`src/rtl/ptrap_pkg.sv`:
```
package ptrap_pkg;

    // status bit positions
    localparam int ST_ET     = 0;
    localparam int ST_EF     = 1;
    localparam int ST_PS     = 4;
    localparam int ST_S      = 5;
    localparam int ST_UX     = 6;
    localparam int ST_SX     = 7;
    localparam int ST_IM_LSB = 16;

    // register write selects
    typedef enum logic [2:0] {
        SEL_STATUS  = 3'd0,
        SEL_EVEC    = 3'd1,
        SEL_EPC     = 3'd2,
        SEL_BADADDR = 3'd3,
        SEL_CAUSE   = 3'd4,
        SEL_COUNT   = 3'd5,
        SEL_COMPARE = 3'd6,
        SEL_PCLR    = 3'd7
    } csr_sel_e;

endpackage

```
`src/rtl/ptrap_irq_pick.sv`:
```
module ptrap_irq_pick #(
    parameter int IRQ_N    = 8,
    parameter int CAUSE_W  = 6,
    parameter int IRQ_BASE = 16
) (
    input  logic [IRQ_N-1:0]   pending_i,
    input  logic [IRQ_N-1:0]   mask_i,
    output logic               any_o,
    output logic [CAUSE_W-1:0] cause_o
);
    logic [IRQ_N-1:0] live;

    always_comb begin
        live    = pending_i & mask_i;
        any_o   = |live;
        cause_o = '0;
        // scan from the top so the lowest index is the last to write
        for (int i = IRQ_N - 1; i >= 0; i--) begin
            if (live[i]) begin
                cause_o = CAUSE_W'(IRQ_BASE + i);
            end
        end
    end
endmodule

```
`src/rtl/ptrap_status_clean.sv`:
```
module ptrap_status_clean #(
    parameter int STAT_W = 32,
    parameter int IRQ_N  = 8,
    parameter bit EN64   = 1'b1,
    parameter bit ENFP   = 1'b0
) (
    input  logic [STAT_W-1:0] raw_i,
    output logic [STAT_W-1:0] clean_o
);
    import ptrap_pkg::*;

    localparam logic [STAT_W-1:0] BIT_ET = STAT_W'(1) << ST_ET;
    localparam logic [STAT_W-1:0] BIT_EF = STAT_W'(1) << ST_EF;
    localparam logic [STAT_W-1:0] BIT_PS = STAT_W'(1) << ST_PS;
    localparam logic [STAT_W-1:0] BIT_S  = STAT_W'(1) << ST_S;
    localparam logic [STAT_W-1:0] BIT_UX = STAT_W'(1) << ST_UX;
    localparam logic [STAT_W-1:0] BIT_SX = STAT_W'(1) << ST_SX;
    localparam logic [STAT_W-1:0] IM_FLD = STAT_W'({IRQ_N{1'b1}}) << ST_IM_LSB;
    localparam logic [STAT_W-1:0] KEEP   = BIT_ET | BIT_EF | BIT_PS | BIT_S
                                         | BIT_UX | BIT_SX | IM_FLD;

    logic [STAT_W-1:0] drop64;
    logic [STAT_W-1:0] dropfp;

    generate
        if (EN64) begin : g_w64
            assign drop64 = '0;
        end else begin : g_w32
            assign drop64 = BIT_UX | BIT_SX;
        end
        if (ENFP) begin : g_fp
            assign dropfp = '0;
        end else begin : g_nofp
            assign dropfp = BIT_EF;
        end
    endgenerate

    assign clean_o = raw_i & KEEP & ~drop64 & ~dropfp;
endmodule

```
`src/rtl/ptrap_timer.sv`:
```
module ptrap_timer #(
    parameter int XLEN = 64
) (
    input  logic [XLEN-1:0] count_i,
    input  logic [XLEN-1:0] compare_i,
    output logic [XLEN-1:0] count_inc_o,
    output logic            match_o
);
    assign count_inc_o = count_i + XLEN'(1);
    assign match_o     = (count_i == compare_i);
endmodule

```
`src/rtl/ptrap_ctrl.sv`:
```
module ptrap_ctrl #(
    parameter int XLEN       = 64,
    parameter int STAT_W     = 32,
    parameter int IRQ_N      = 8,
    parameter int CAUSE_W    = 6,
    parameter int NUM_TRAPS  = 32,
    parameter int IRQ_BASE   = 16,
    parameter int TIMER_IRQ  = 7,
    parameter bit SUPPORT_64 = 1'b1,
    parameter bit SUPPORT_FP = 1'b0
) (
    input  logic               clk_i,
    input  logic               rst_ni,
    input  logic               retire_i,
    input  logic [XLEN-1:0]    pc_i,
    input  logic               exc_valid_i,
    input  logic [CAUSE_W-1:0] exc_cause_i,
    input  logic [XLEN-1:0]    badaddr_i,
    input  logic [IRQ_N-1:0]   irq_set_i,
    input  logic               csr_we_i,
    input  logic [2:0]         csr_sel_i,
    input  logic [XLEN-1:0]    csr_wdata_i,
    output logic               commit_o,
    output logic               trap_o,
    output logic [XLEN-1:0]    next_pc_o,
    output logic [STAT_W-1:0]  status_o,
    output logic [XLEN-1:0]    epc_o,
    output logic [CAUSE_W-1:0] cause_o,
    output logic [XLEN-1:0]    badaddr_o,
    output logic [XLEN-1:0]    count_o,
    output logic [IRQ_N-1:0]   pending_o,
    output logic               xlen64_o,
    output logic               error_mode_o
);
    import ptrap_pkg::*;

    localparam logic [CAUSE_W-1:0] TRAP_LIM  = CAUSE_W'(NUM_TRAPS);
    localparam logic [IRQ_N-1:0]   TIMER_BIT = IRQ_N'(1) << TIMER_IRQ;
    localparam logic [STAT_W-1:0]  RST_STAT  = (STAT_W'(1) << ST_S)
                                             | (SUPPORT_64 ? (STAT_W'(1) << ST_SX) : '0);

    typedef struct packed {
        logic [STAT_W-1:0]  status;
        logic [XLEN-1:0]    evec;
        logic [XLEN-1:0]    epc;
        logic [XLEN-1:0]    badaddr;
        logic [CAUSE_W-1:0] cause;
        logic [XLEN-1:0]    count;
        logic [XLEN-1:0]    compare;
        logic [IRQ_N-1:0]   pending;
        logic               err;
    } ctl_state_t;

    ctl_state_t st_d, st_q;

    // interrupt arbitration
    logic               irq_any;
    logic [CAUSE_W-1:0] irq_cause;

    ptrap_irq_pick #(
        .IRQ_N   (IRQ_N),
        .CAUSE_W (CAUSE_W),
        .IRQ_BASE(IRQ_BASE)
    ) u_pick (
        .pending_i(st_q.pending),
        .mask_i   (st_q.status[ST_IM_LSB +: IRQ_N]),
        .any_o    (irq_any),
        .cause_o  (irq_cause)
    );

    // status cleaning: one path for software writes, one for trap entry
    logic [STAT_W-1:0] wr_stat_clean;
    logic [STAT_W-1:0] trap_stat_raw;
    logic [STAT_W-1:0] trap_stat_clean;

    ptrap_status_clean #(
        .STAT_W(STAT_W), .IRQ_N(IRQ_N), .EN64(SUPPORT_64), .ENFP(SUPPORT_FP)
    ) u_clean_wr (
        .raw_i  (csr_wdata_i[STAT_W-1:0]),
        .clean_o(wr_stat_clean)
    );

    ptrap_status_clean #(
        .STAT_W(STAT_W), .IRQ_N(IRQ_N), .EN64(SUPPORT_64), .ENFP(SUPPORT_FP)
    ) u_clean_trap (
        .raw_i  (trap_stat_raw),
        .clean_o(trap_stat_clean)
    );

    // instruction counter
    logic [XLEN-1:0] count_inc;
    logic            count_match;

    ptrap_timer #(.XLEN(XLEN)) u_timer (
        .count_i    (st_q.count),
        .compare_i  (st_q.compare),
        .count_inc_o(count_inc),
        .match_o    (count_match)
    );

    // decision signals
    logic               live;
    logic               irq_req;
    logic               trap_req;
    logic               bad_cause;
    logic               fatal;
    logic               take;
    logic               commit;
    logic [CAUSE_W-1:0] trap_num;

    always_comb begin
        live      = retire_i && !st_q.err;
        irq_req   = st_q.status[ST_ET] && irq_any;
        trap_req  = exc_valid_i || irq_req;
        bad_cause = exc_valid_i && (exc_cause_i >= TRAP_LIM);
        trap_num  = exc_valid_i ? exc_cause_i : irq_cause;
        fatal     = live && trap_req && (!st_q.status[ST_ET] || bad_cause);
        take      = live && trap_req && !fatal;
        commit    = live && !trap_req;

        trap_stat_raw           = st_q.status;
        trap_stat_raw[ST_ET]    = 1'b0;
        trap_stat_raw[ST_PS]    = st_q.status[ST_S];
        trap_stat_raw[ST_S]     = 1'b1;
    end

    always_comb begin
        st_d = st_q;

        st_d.pending = st_q.pending | irq_set_i;

        if (commit) begin
            st_d.count = count_inc;
            if (count_match) begin
                st_d.pending = st_d.pending | TIMER_BIT;
            end
        end

        if (fatal) begin
            st_d.err = 1'b1;
        end

        if (take) begin
            st_d.status  = trap_stat_clean;
            st_d.cause   = trap_num;
            st_d.epc     = pc_i;
            st_d.badaddr = badaddr_i;
        end else if (csr_we_i && !st_q.err && !fatal) begin
            unique case (csr_sel_e'(csr_sel_i))
                SEL_STATUS:  st_d.status  = wr_stat_clean;
                SEL_EVEC:    st_d.evec    = csr_wdata_i;
                SEL_EPC:     st_d.epc     = csr_wdata_i;
                SEL_BADADDR: st_d.badaddr = csr_wdata_i;
                SEL_CAUSE:   st_d.cause   = csr_wdata_i[CAUSE_W-1:0];
                SEL_COUNT:   st_d.count   = csr_wdata_i;
                SEL_COMPARE: st_d.compare = csr_wdata_i;
                SEL_PCLR:    st_d.pending = st_d.pending & ~csr_wdata_i[IRQ_N-1:0];
                default:     st_d.status  = st_q.status;
            endcase
        end
    end

    always_ff @(posedge clk_i) begin
        if (!rst_ni) begin
            st_q         <= '0;
            st_q.status  <= RST_STAT;
        end else begin
            st_q <= st_d;
        end
    end

    // outputs
    always_comb begin
        commit_o     = commit;
        trap_o       = take;
        if (take) begin
            next_pc_o = st_q.evec;
        end else if (st_q.err || fatal) begin
            next_pc_o = pc_i;
        end else begin
            next_pc_o = pc_i + XLEN'(4);
        end
        status_o     = st_q.status;
        epc_o        = st_q.epc;
        cause_o      = st_q.cause;
        badaddr_o    = st_q.badaddr;
        count_o      = st_q.count;
        pending_o    = st_q.pending;
        xlen64_o     = st_q.status[ST_S] ? st_q.status[ST_SX] : st_q.status[ST_UX];
        error_mode_o = st_q.err;
    end
endmodule

```
`config.mk`:
```
export PLATFORM = sky130hd
export DESIGN_NAME = ptrap_ctrl
export DESIGN_NICKNAME = d
export VERILOG_FILES = /design/src/rtl/ptrap_pkg.sv /design/src/rtl/ptrap_irq_pick.sv /design/src/rtl/ptrap_status_clean.sv /design/src/rtl/ptrap_timer.sv /design/src/rtl/ptrap_ctrl.sv
export SDC_FILE = /design/constraint.sdc
export NUM_CORES = 1
export LEC_CHECK = 0
export ABC_AREA = 1
export BUFFER_PORTS_ARGS = -buffer_cell sky130_fd_sc_hd__buf_2
export CORE_ASPECT_RATIO = 0.9
export CORE_MARGIN = 1
export CORE_UTILIZATION = 50
export CTS_CLUSTER_DIAMETER = 80
export DETAILED_ROUTE_END_ITERATION = 10
export GPL_TIMING_DRIVEN = 1
export MAX_ROUTING_LAYER = met4
export PLACE_DENSITY = 0.8
export SLEW_MARGIN = 20
export SYNTH_ARGS = -nofsm -noshare
export SYNTH_HDL_FRONTEND = slang
export SYNTH_SLANG_ARGS = --single-unit
```
`constraint.sdc`:
```
create_clock -name clk_i -period 3.1 [get_ports clk_i]
set_input_delay 0.155 -clock clk_i [delete_from_list [all_inputs] [get_ports clk_i]]
set_output_delay 0.155 -clock clk_i [all_outputs]
set_load 0.02 [all_outputs]
```
==> results of run 1 <==
==> path summary, 6_finish.rpt <==
| check | to | depth (start not counted) | slack, ns | startpoint |
|---|---|---|---|---|
| setup / recovery | next_pc_o[39] | 12 | 0.09 | pending_o[6] |
| hold reg to reg | cause_o[5] | 2 | 0.48 | cause_o[5] |
| setup reg to reg | count_o[61] | 14 | 0.40 | pending_o[2] |
| hold / removal | epc_o[32] | 5 | 0.01 | pc_i[32] |
==> layout by cell type, fill, tap and decap left out, types with 19 or more instances in the layout <==
cell type and n:
buf_2 499, xnor2_1 64, nand3_1 303, nor3_1 171
conb_1 19, clkbuf_16 43, dlygate4sd3_1 182, o21ai_0 176
buf_4 33, nand2_1 1224, nand4_1 44, dfxtp_1 348
nor2_1 906, inv_1 285, xor2_1 52
==> cell families (layout without fill, tap and decap cells) <==
kind of cell             Yosys count  after routing  synth area share
AO/OA/AOI/OAI                    214            214            0.0460
buffers and inverters            743           1098             0.163
adder cells (fa/ha/maj)            2              2           0.00105
flip-flops                       348            348             0.292
XOR/XNOR                         116            116            0.0426
multiplexers                       1              1          0.000473
other                              1             21          0.000157
AND/OR/NAND/NOR                 2674           2674             0.454
==> final cells by class <==
class	instances	area, um2	area share
Inverter	293	1110	0.0393
Clock buffer	54	1120	0.0398
Clock inverter	20	258	0.00913
Timing Repair Buffer	731	4880	0.173
Antenna cell	2	5.00	0.000177
Tap cell	616	771	0.0273
Sequential cell	348	6970	0.247
Multi-Input combinational cell	3026	13100	0.465
==> timing repair <==
action | CTS | global route
hold buffers | 182 | 0
endpoints found under the setup margin | 24 | 45
endpoints found under the hold margin | 298 | 0
resized for setup | 3 | 15
gates cloned | 0 | 2
==> flip-flops by register name, indices dropped and copies added (netlist names) <==
name / cells
status_o: 13
count_o: 64
pending_o: 8
error_mode_o: 1
st_q: 128
badaddr_o: 64
cause_o: 6
epc_o: 64
==> report_power, final <==
| part | internal, W | leakage (nW) | total (W) | switching [W] |
|---|---|---|---|---|
| Clock | 0.00300 | 0.674 | 0.00510 | 0.00211 |
| Combinational | 0.000755 | 10.5 | 0.00228 | 0.00152 |
| Sequential | 0.00461 | 2.82 | 0.00475 | 0.000136 |
| Total | 0.00836 | 14.0 | 0.0121 | 0.00377 |
==> worst reg2reg max path, cell delays in order, from the launching register on <==
cell and delay, ns:
dfxtp_1 0.36, nand2_1 0.08, nand2_1 0.12, nor2_1 0.07, nand2_2 0.08, nand2_2 0.06
nand2_2 0.11, nand3_4 0.11, inv_8 0.25, nor2_4 0.07, nand2_2 0.07, clkinv_1 0.57
buf_12 0.43, nor2_1 0.15, nor2_1 0.06
==> stage by stage <==
stage	setup slack, ns	total power (W)
3_5_place_dp	0.472	0.00686
2_1_floorplan	1.05	0.00611
3_3_place_gp	0.507	0.00685
5_1_grt	-0.000805	0.0125
6_report	0.0852	0.0121
4_1_cts	0.00791	0.0121
==> per-layer routing <==
metal,vias to the layer above,GRT usage,share of wire
met5,-,-,0
met4,0,0.250,0.065
met3,314,0.0768,0.098
met2,1617,0.637,0.43
met1,12400,0.541,0.41
li1,13200,-,-
==> flow_metrics.py, run 1 <==
metrics = {
    "grt": {
        "first_global_vias": 24900,
        "track_usage": 0.428,
        "grt_overflow": 0,
        "antenna_found_initial": 2,
        "grt_pass1_wl_um": 153000,
        "grt_max_degree": 155,
    },
    "floorplan": {
        "core-area_um2": 46800,
        "die_y_um": 209,
        "start_util": 0.509,
        "io_pins": 520,
        "die_w_um": 232,
        "row_count": 75,
        "die_area_um2": 48500,
    },
    "clock_network": {
        "cts_buffers": 41,
        "htreeDepth": 2,
        "cts.path.max_buffers": 3,
        "clk_pin_slew_ns": 0.06,
        "insertion_delay_ns": 0.57,
        "postCtsSetupRepairBufs": 0,
        "cts_tree": "done",
        "clock_sinks": 348,
        "cts_root_buf": "clkbuf_16",
    },
    "yosys": {
        "async_flop_share": 0,
        "synthFlopType": "dfxtp_1",
        "synth_cell_types": 34,
        "synthTopCellsByArea": "dfxtp_1 29%, nand2_1 19%, nor2_1 14%, buf_4 7.6%, nand3_1 6.4%",
        "yosysMostFrequentCell": "nand2_1",
        "yosys_register_bits": 348,
        "syn_avg_cell_area_um2": 5.81,
        "synth-edff-count": 0,
        "syn_area_um2": 23800,
        "netlist_instances": 4099,
        "yosys_warnings": 0,
        "yosysSeqAreaShare": 0.292,
        "yosys.area.top_type": "dfxtp_1",
        "synth_top_area_frac": 0.292,
        "synthTopCellsByCount": "1226 x nand2_1, 909 x nor2_1, 348 x dfxtp_1, 305 x nand3_1, 286 x inv_1",
    },
    "power": {
        "leakage_nw": 14.0,
        "power_density_nw_per_um2": 430,
        "ir_drop_mv": 0.375,
    },
    "worst_setup_path": {
        "worstSetupPathType": "reg2out",
        "cp-end-kind": "primary output",
        "critical-path-top-delay-family": "buffers and inverters",
        "cp.arrival_ns": 2.86,
        "start_kind": "flip-flop",
        "required_ns": 2.94,
        "path_buf_inv": 3,
        "worst-path-max-fanout": 40,
        "worst_path_most_repeated_cell": "nand2_2",
        "critPathSlowestCell": "clkbuf_8",
        "crit_chain": "nand2_1 -> nand2_1 -> nor2_2 -> nand2_2 -> nand2_2 -> nand2_2 -> nand3_4 -> clkbuf_8 -> buf_6 -> nor2_1 -> a31oi_1 -> buf_2",
        "critPathMaxStageDelay_ns": 0.38,
    },
    "placement": {
        "gp_congestion": 1.05,
        "place_inst": 4830,
        "port_buffers": 500,
        "placed_area_um2": 24900,
        "dpl.hpwl_um": 75700,
    },
    "timing": {
        "fmax_ghz": 0.332,
        "skew_ns": 0.0138,
        "setup_viol": 0,
        "period_share": 0.973,
        "timing.hold.ws_ns": 0.0150,
        "max_slew_margin": 0.452,
        "hold_violations": 0,
        "worst-slew-pin-transition_ns": 0.822,
        "period_minus_slack_ns": 3.01,
        "setup_tns_ns": 0,
        "slew_viol_final": 0,
    },
    "finish": {
        "fin_cells": 5090,
        "area_growth_syn_to_layout_pct": 18.5,
        "nNetsFinal": 4657,
        "drive_above_1_share": 0.143,
        "final_util": 0.603,
        "fill_cells": 4653,
        "finish.instance_area_um2": 28200,
    },
    "routing": {
        "drcViolationCount": 0,
        "ant_nets": 0,
        "totalWireLength_um": 105000,
        "vias_per_cell": 5.40,
        "wl_per_cell_um": 20.6,
        "drt_iter0_markers": 3178,
        "firstDrtPassIters": 8,
        "via_count": 27500,
    },
    "job": {
        "cap_viol_max_count": 0,
    },
    "status": {
        "status": "complete, no violations",
    },
    "worst_hold_path": {
        "min_path_type": "in2reg",
    },
}
No activity file was read; power rests on OpenSTA's default activity.
==> run 2, diff against run 1 <==
--- a/config.mk
+++ b/config.mk
@@ -18,4 +18,5 @@
 export SLEW_MARGIN = 20
 export SYNTH_ARGS = -nofsm -noshare
 export SYNTH_HDL_FRONTEND = slang
+export SYNTH_HIERARCHICAL = 1
 export SYNTH_SLANG_ARGS = --single-unit
==> flow_metrics.py, run 2 <==
metrics = {
    "status": {
        "status": "finished with violations",
        "violations": "setup timing",
    },
    "placement": {
        "placed_area_um2": 25900,
        "pre_cts_slack_ns": 0.377,
        "port_buffers": 519,
        "dpl.hpwl_um": 72700,
        "place_inst": 4902,
        "gp_congestion": 1.01,
    },
    "yosys": {
        "netlist_instances": 4159,
        "synth_compound_area_frac": 0.0698,
        "synth-edff-count": 0,
        "yosys.area.top_type": "dfxtp_1",
        "yosys_register_bits": 367,
        "synth_top_area_frac": 0.293,
        "syn_avg_cell_area_um2": 6.02,
        "yosysSeqAreaShare": 0.293,
        "synthTopCellsByArea": "dfxtp_1 29%, nand2_1 21%, buf_4 9.6%, nor2_1 9.3%, nand3_1 4.8%",
        "yosysMostFrequentCell": "nand2_1",
        "synthAdderAreaFrac": 0.000999,
        "async_flop_share": 0,
        "synthTopCellsByCount": "1395 x nand2_1, 620 x nor2_1, 367 x dfxtp_1, 321 x buf_4, 240 x nand3_1",
        "syn_area_um2": 25000,
        "yosys_warnings": 6,
        "synth_top_family_by_area": "simple AND/OR/NAND/NOR gates",
        "synth-simple-area-share": 0.422,
        "synthMuxAreaShare": 0.000450,
        "synthFlopType": "dfxtp_1",
        "synth_cell_types": 41,
        "synth-xor-area-share": 0.0420,
    },
    "timing": {
        "setup_viol": 1,
        "setup_tns_ns": -0.00866,
        "period_minus_slack_ns": 3.11,
        "rsz0062_at_grt": "yes",
        "fin_ws_ns": -0.00866,
        "slew_viol_final": 0,
        "fmax_ghz": 0.322,
        "worst-slew-pin-transition_ns": 0.834,
        "max_slew_margin": 0.444,
        "period_share": 1.00,
        "skew_ns": 0.0304,
        "hold_violations": 0,
    },
    "routing": {
        "firstDrtPassIters": 6,
        "ant_nets": 0,
        "wl_per_cell_um": 19.9,
        "vias_per_cell": 5.46,
        "drcViolationCount": 0,
        "via_count": 28300,
        "totalWireLength_um": 103000,
        "drt_iter0_markers": 3067,
    },
    "worst_setup_path": {
        "crit_chain": "nand2_1 -> nand2_1 -> nor2_2 -> nand2_1 -> nand2_1 -> nand2_2 -> nand3_1 -> nand2_2 -> clkinv_2 -> buf_12 -> nand2_1 -> xor2_1 -> o21ai_1 -> buf_2",
        "critPathSlowestCell": "dfxtp_1",
        "start_kind": "flip-flop",
        "r2r_cells": 17,
        "rrSetupSlack_ns": 0.07,
        "cp.arrival_ns": 2.95,
        "critical-path-top-delay-family": "simple AND/OR/NAND/NOR gates",
        "worstSetupPathType": "reg2out",
        "worst-path-max-fanout": 32,
        "required_ns": 2.94,
        "path_buf_inv": 3,
        "r2r-end": "status_o[5]",
        "reg2reg_from": "status_o[16]",
        "critPathLaunch": "status_o[16]",
        "worst_path_most_repeated_cell": "nand2_1",
        "critPathMaxStageDelay_ns": 0.38,
        "cp-end-kind": "primary output",
        "crit_end": "next_pc_o[11]",
        "cp_num_cells": 14,
    },
    "floorplan": {
        "start_util": 0.509,
        "die_area_um2": 51000,
        "io_pins": 520,
        "row_count": 77,
        "die_y_um": 214,
        "core-area_um2": 49200,
        "die_w_um": 238,
    },
    "power": {
        "leakage_nw": 13.6,
        "p_int_w": 0.00870,
        "p_clk_frac": 0.438,
        "combPwrFrac": 0.160,
        "ir_drop_mv": 0.373,
        "power_density_nw_per_um2": 417,
        "p_sw_w": 0.00362,
        "seqPwrFrac": 0.402,
        "switching_share": 0.294,
    },
    "finish": {
        "finish.instance_area_um2": 29500,
        "final_common_cell": "nand2_1",
        "largest_reg_flops": 128,
        "mostFrequentLayoutCells": "1389 x nand2_1, 607 x nor2_1, 513 x buf_2, 367 x dfxtp_1, 239 x nand3_1",
        "final_util": 0.600,
        "drive_above_1_share": 0.161,
        "fill_cells": 4712,
        "nNetsFinal": 4690,
        "area_growth_syn_to_layout_pct": 17.9,
        "fin_cells": 5181,
        "regMostFlops": "st_q",
    },
    "clock_network": {
        "cts_buffers": 42,
        "insertion_delay_ns": 0.60,
        "cts.path.max_buffers": 3,
        "cts_root_buf": "clkbuf_16",
        "htreeDepth": 2,
        "cts_tree": "done",
        "clk_pin_slew_ns": 0.06,
        "clock_sinks": 367,
    },
    "grt": {
        "grt_max_degree": 178,
        "first_global_vias": 25800,
        "track_usage": 0.400,
        "grt_pass1_wl_um": 153000,
        "grt_overflow": 0,
        "antenna_found_initial": 5,
    },
    "job": {
        "cap_viol_max_count": 0,
    },
    "worst_hold_path": {
        "min_path_type": "in2reg",
    },
}
## run 2: cells by family (layout without fill, tap and decap cells)
kind of cell	after synthesis	after routing
AND/OR/NAND/NOR	2540	2540
multiplexers	1	1
buffers and inverters	781	1088
flip-flops	367	367
other	5	49
XOR/XNOR	120	120
adder cells (fa/ha/maj)	2	2
AO/OA/AOI/OAI	343	343
## run 2: worst min path at each step
stage	from	endpoint	cells after the start
final	pc_i[1]	epc_o[1]	5
after global routing	pc_i[1]	epc_o[1]	5
after CTS	pc_i[1]	epc_o[1]	5
after detailed placement	irq_set_i[7]	pending_o[7]	3
after global placement	irq_set_i[6]	pending_o[6]	3
after floorplan	irq_set_i[7]	pending_o[7]	2
## run 2: timing repair
action | 4_1_cts | 5_1_grt
pin swaps | 0 | 3
setup buffers | 0 | 7
resized for setup | 12 | 36
hold endpoints to repair | 275 | 0
hold buffers | 189 | 0
cloned | 1 | 2
setup endpoints to repair | 13 | 62
## run 2: layout make-up
cell class,instances,area [um2],area share
well taps,671,840,0.0284
flip-flops and latches,367,7350,0.249
clock buffers,56,1140,0.0388
inverters,248,950,0.0322
repair inverters,1,8.76,0.000297
clock inverters,17,289,0.00979
repair buffers,766,5240,0.178
diodes,7,17.5,0.000593
multi-input cells,3048,13700,0.464
## run 2: power groups by stage
stage,clock network [W],registers (W),logic (W)
detailed placement,0,0.00505,0.00169
finish,0.00539,0.00495,0.00197
floorplan,0,0.00501,0.00112
global route,0.00561,0.00496,0.00212
global placement,0,0.00505,0.00168
CTS,0.00540,0.00495,0.00189
## run 2: layer usage
| metal | vias up | track usage | wire (um) |
|---|---|---|---|
| li1 | 13400 | - | - |
| met1 | 12700 | 0.484 | 39300 |
| met2 | 1777 | 0.615 | 46000 |
| met3 | 428 | 0.0812 | 11000 |
| met4 | 0 | 0.235 | 6830 |
| met5 | - | - | 0 |
## run 2: worst register-to-register path, cell delays in order, from the launching register on
cell,delay [ns]
dfxtp_1,0.38
nand2_1,0.09
nand2_1,0.13
nor2_2,0.05
nand2_1,0.06
nand2_1,0.06
nand2_2,0.15
nand3_1,0.10
nand2_2,0.09
clkinv_2,0.24
nand2_1,0.21
inv_2,0.08
nand2_1,0.10
buf_6,0.27
nor2_1,0.11
a21oi_1,0.16
dlygate4sd3_1,0.59
nand2_1,0.05
## run 2: through the flow
step	hold WS (ns)	power (W)
2_1_floorplan	0.296	0.00613
3_3_place_gp	0.435	0.00673
3_5_place_dp	0.436	0.00674
4_1_cts	0.00309	0.0122
5_1_grt	0.0217	0.0127
6_report	0.0164	0.0123
